<file path="config.mk">
export PLATFORM = sky130hd
export DESIGN_NAME = uart_modem_ctl
export DESIGN_NICKNAME = d
export VERILOG_FILES = /design/src/rtl/uart_modem_ctl.sv
export SDC_FILE = /design/constraint.sdc
export NUM_CORES = 1
export LEC_CHECK = 0
export BUFFER_PORTS_ARGS = -buffer_cell sky130_fd_sc_hd__buf_2
export CORE_MARGIN = 4
export CORE_UTILIZATION = 30
export CTS_CLUSTER_SIZE = 10
export DETAILED_ROUTE_END_ITERATION = 6
export GPL_TIMING_DRIVEN = 0
export PLACE_DENSITY = 0.57
export SLEW_MARGIN = 20
export SYNTH_ARGS = -nofsm -noshare
export SYNTH_HDL_FRONTEND = slang
export SYNTH_SLANG_ARGS = --single-unit
</file>
<file path="constraint.sdc">
create_clock -name clk -period 1.4 [get_ports clk]
set_input_delay 0.21 -clock clk [delete_from_list [all_inputs] [get_ports clk]]
set_output_delay 0.21 -clock clk [all_outputs]
set_load 0.01 [all_outputs]
</file>
<file path="src/rtl/uart_modem_ctl.sv">
module uart_modem_ctl #(
  parameter int SYNC_STAGES = 2
) (
  input  logic       clk,
  input  logic       rst_n,
  input  logic       mcr_we,
  input  logic [7:0] mcr_wdata,
  output logic [7:0] mcr_rdata,
  input  logic       msr_re,
  output logic [7:0] msr_rdata,
  output logic       msr_int,
  input  logic       cts_n,
  input  logic       dsr_n,
  input  logic       ri_n,
  input  logic       dcd_n,
  output logic       dtr_n,
  output logic       rts_n,
  input  logic       tx_shift_out,
  output logic       rx_shift_in,
  input  logic       sin,
  output logic       sout,
  input  logic       irq_req,
  output logic       irq,
  output logic       irq_oe
);

  localparam int CTL_W = 5;
  localparam int MDM_W = 4;

  logic [CTL_W-1:0] ctl;
  logic             loop_on, pin_ie, out1, rts_bit, dtr_bit;
  logic [MDM_W-1:0] sync_q [SYNC_STAGES];
  logic [MDM_W-1:0] ext_st, lb_st, cur_st, prev_st, delta, hit;
  logic             unused_rsvd;

  assign unused_rsvd = ^mcr_wdata[7:CTL_W];

  assign {loop_on, pin_ie, out1, rts_bit, dtr_bit} = ctl;

  always_ff @(posedge clk or negedge rst_n)
    if (!rst_n)      ctl <= '0;
    else if (mcr_we) ctl <= mcr_wdata[CTL_W-1:0];

  assign mcr_rdata = {{(8-CTL_W){1'b0}}, ctl};

  // status nibble order: {dcd, ri, dsr, cts}
  always_ff @(posedge clk or negedge rst_n)
    if (!rst_n) begin
      for (int i = 0; i < SYNC_STAGES; i++) sync_q[i] <= '0;
    end else begin
      sync_q[0] <= ~{dcd_n, ri_n, dsr_n, cts_n};
      for (int i = 1; i < SYNC_STAGES; i++) sync_q[i] <= sync_q[i-1];
    end

  assign ext_st = sync_q[SYNC_STAGES-1];
  assign lb_st  = {pin_ie, out1, dtr_bit, rts_bit};
  assign cur_st = loop_on ? lb_st : ext_st;

  assign hit = {cur_st[3] ^ prev_st[3],
                prev_st[2] & ~cur_st[2],
                cur_st[1] ^ prev_st[1],
                cur_st[0] ^ prev_st[0]};

  always_ff @(posedge clk or negedge rst_n)
    if (!rst_n) begin
      prev_st <= '0;
      delta   <= '0;
    end else begin
      prev_st <= cur_st;
      delta   <= (msr_re ? '0 : delta) | hit;
    end

  assign msr_rdata = {cur_st, delta};
  assign msr_int   = |delta;

  assign dtr_n       = loop_on | ~dtr_bit;
  assign rts_n       = loop_on | ~rts_bit;
  assign sout        = loop_on | tx_shift_out;
  assign rx_shift_in = loop_on ? tx_shift_out : sin;

  assign irq    = irq_req;
  assign irq_oe = pin_ie & ~loop_on;

endmodule


</file>
==> results by stage <==
Outcome:
- The flow ran to the end, but the final reports show violations.
- The final reports fail on setup timing.

Clock tree:
- After clock tree synthesis, the clock-pin slew on the worst setup and hold paths is approximately 0.12 ns.
- The later pin in the worst-skew pair is clocked with a latency of 0.30 ns.
- The CTS sink count is 21.
- Clock tree synthesis selected as its root buffer the cell clkbuf_4.
- In this run the number of H-tree levels came out at 1.
- Counting the buffers created by CTS gives 3.
- The clock passes through at most 2 buffers.
- TritonCTS built the clock tree.

Yosys:
- Synthesis produced a netlist whose cell count is 61.
- The sequential share of the synthesized area is 62.6%.
- Synthesis inferred 21 register bits.
- The average footprint of a synthesized cell is 13.8 µm².
- The total standard cell area after synthesis is 840 µm².
- The library cell with the largest summed area after synthesis is dfrtp_1.
- The number of different library cells used by synthesis comes to 15.
- For this run, the number of Yosys warnings is 0.
- After synthesis, the cell types taking the most area are dfrtp_1 (63%), mux2_2 (9.4%), mux2_4 (5.4%).
- The synthesized design devotes to its leading area cell type 62.6% of total area.

Timing:
- For the final database, setup skew stands at 0.0106 ns.
- The clock period minus final worst setup slack is 1.54 ns.
- After routing, the total negative slack on setup checks comes to -0.759 ns.
- The highest attainable clock frequency is 648 MHz.
- In the finished design, the share of the clock period the worst path needs comes to 110%.
- Setup violations remaining at the end of the flow were counted as 10.
- Setup repair after global routing could not meet its margin everywhere.
- Setup slack on the critical path of the routed design comes to -0.142 ns.
- The hold violation count in the final report is 0.
- The total count of max-transition violations in the final report is 0.
- The tightest hold path in the finished design has a slack of 0.0262 ns.

Drt:
- The number of antenna-violating nets in the routed design is 0.
- The per-cell routed wire length is 10.7 µm.
- In the routed layout, each cell is associated on average with a via count of 4.13.
- The total vias in the final route is around 570.
- The number of DRC markers in iteration 0 is 5.
- In the routed design, unresolved DRC markers number 0.
- The number of iterations in the first detailed-routing pass is 2.
- The sum of routed wire length over all layers is 1470 µm.

GRT:
- Global routing used 8.46% of the available tracks across all layers.
- The initial antenna violation count is 0.
- The first global-routing pass estimated roughly 2300 µm of wire.
- The final global-route overflow total is 0.
- The via count of the first global-routing pass is 554.
- Entering global routing, the biggest net connects 22 pins.

Layout:
- The library cell used most frequently in the layout, excluding fill and tap cells, is buf_2.
- The number of fill cells is 246.
- In the layout the commonest cells are buf_2 (26), dfrtp_1 (21), buf_6 (10).
- The share of post-route cells with drive strength above 1 is around 60%.
- The share of the core filled with cells is between 40% and 50%.
- The count of antenna diodes in the layout is 0.
- Compared with the post-synthesis result, the final layout area differs by 44.3%.
- The number of nets at the end of the flow is 127.

Worst setup path:
- For the worst setup path, the data arrival time is between 1 and 1.5 ns.
- For the worst flop-to-flop path, the logic depth is 5.
- The kind of cell with the highest combined delay along the critical path is simple AND/OR/NAND/NOR gates.
- The critical setup path kind is flop to primary output.
- The endpoint class of the critical path is a primary output.
- The stage delay of the slowest cell on the critical path is 0.50 ns.
- For the worst setup path, the data required time is around 1.2 ns.
- The critical path crosses 2 cells after its start point.
- The startpoint class of the critical path is a flop.
- The worst-path cell with the longest stage delay is or4_1.
- Together, buffers and inverters on the worst path number 1.
- Walking the worst path, the cells encountered are or4_1 -> buf_2.
- The maximum fanout along the worst path is 2.

Place:
- The number of port buffers is 34.
- The placed wire-length estimate is about 1100 µm.
- At the end of routability-driven placement, the weighted congestion stood at 0.627.

Power and ir drop:
- The worst-case IR drop observed on VDD is around 0.8 mV.
- The power per standard cell area is 1120 mW/mm².
- The static power due to leakage is 0.000611 µW.

Floorplan:
- The die covers roughly 0.0037 mm².
- For this configuration, the core starts out at a cell density of 32.7%.
- The cell row count is 18.
- The total area inside the core boundary comes to 0.00257 mm².
- In this run the horizontal extent of the chip is 60.9 µm.
- The die span in y is 60.9 µm.
- 42 I/O pins were placed.

Min path:
- The class of the worst hold path is input pin to flop.
- The depth of the worst hold-timing path is 2.

Flow run:
- Max-cap violations in this run came to 0.
## synthesized netlist by cell type
library cell	instances
nor2b_1	6
dfrtp_1	21
inv_1	6
buf_4	4
nand2b_1	2
nor3_2	3
or2_2	1
a21oi_1	3
buf_6	1
mux2_4	3
conb_1	1
or4_1	1
o22ai_1	1
and2b_1	1
mux2_2	7
## flip-flops by register name, indices dropped and copies added, names as in the netlist
| name | cells |
|---|---|
| ext_st | 4 |
| ctl | 5 |
| sync_q | 4 |
| prev_st | 4 |
| delta | 4 |
## where the power goes
group	internal, µW	switching, µW	total [µW]
logic	209	150	358
registers	668	36.8	705
clock network	109	180	289
total	986	366	1350
## per-layer routing
metal / wire length, µm / track usage, % / share of wire, %
met1: 619 / 10.2 / 42
met3: 163 / 4.26 / 11
met5: 0 / 0 / 0
met2: 687 / 14.0 / 47
met4: 0 / 0.929 / 0
## layout make-up
cell class,instances,area (µm²),area share (%)
buffer,5,41.3,3.41
clock buffer,3,22.5,1.86
clock inverter,1,7.51,0.620
inverter,6,22.5,1.86
multi-input combinational,31,283,23.3
sequential,21,526,43.4
tap,30,37.5,3.10
timing repair buffer,40,272,22.4
## through the flow
step	area, µm²	setup WS, ns	power, µW	instances
after floorplan	847	0.211	878	63
after global placement	1050	0.186	992	127
after detailed placement	1050	0.177	1000	127
after CTS	1200	-0.171	1370	136
after global routing	1210	-0.215	1430	137
final	1210	-0.142	1350	137
## cell families after synthesis
kind of cell           count (synthesis)  share of synthesized area, %
other                                  1                         0.447
muxes                                 10                          14.8
DFF                                   21                          62.6
buffers and inverters                 11                          7.60
and+or+nand+nor                       14                          12.1
AOI/OAI and AO/OA                      4                          2.53
## worst paths after layout
check | slack [ns] | startpoint | to
max | -0.14 | delta[1] | msr_int
max in group asynchronous | 0.72 | rst_n | delta[3]
min | 0.03 | dcd_n | sync_q[7]
min in group asynchronous | 0.36 | rst_n | sync_q[4]
max reg2reg | 0.09 | ctl[4] | delta[1]
min reg2reg | 0.36 | sync_q[6] | ext_st[2]
## timing repair
action	CTS	global route
setup buffers	4	1
pin swaps	1	0
resized for setup	14	0
setup endpoints to repair	7	10
endpoints found under the hold margin	21	0
hold buffers	1	0
Note: power is estimated with default switching activity, not from simulation.
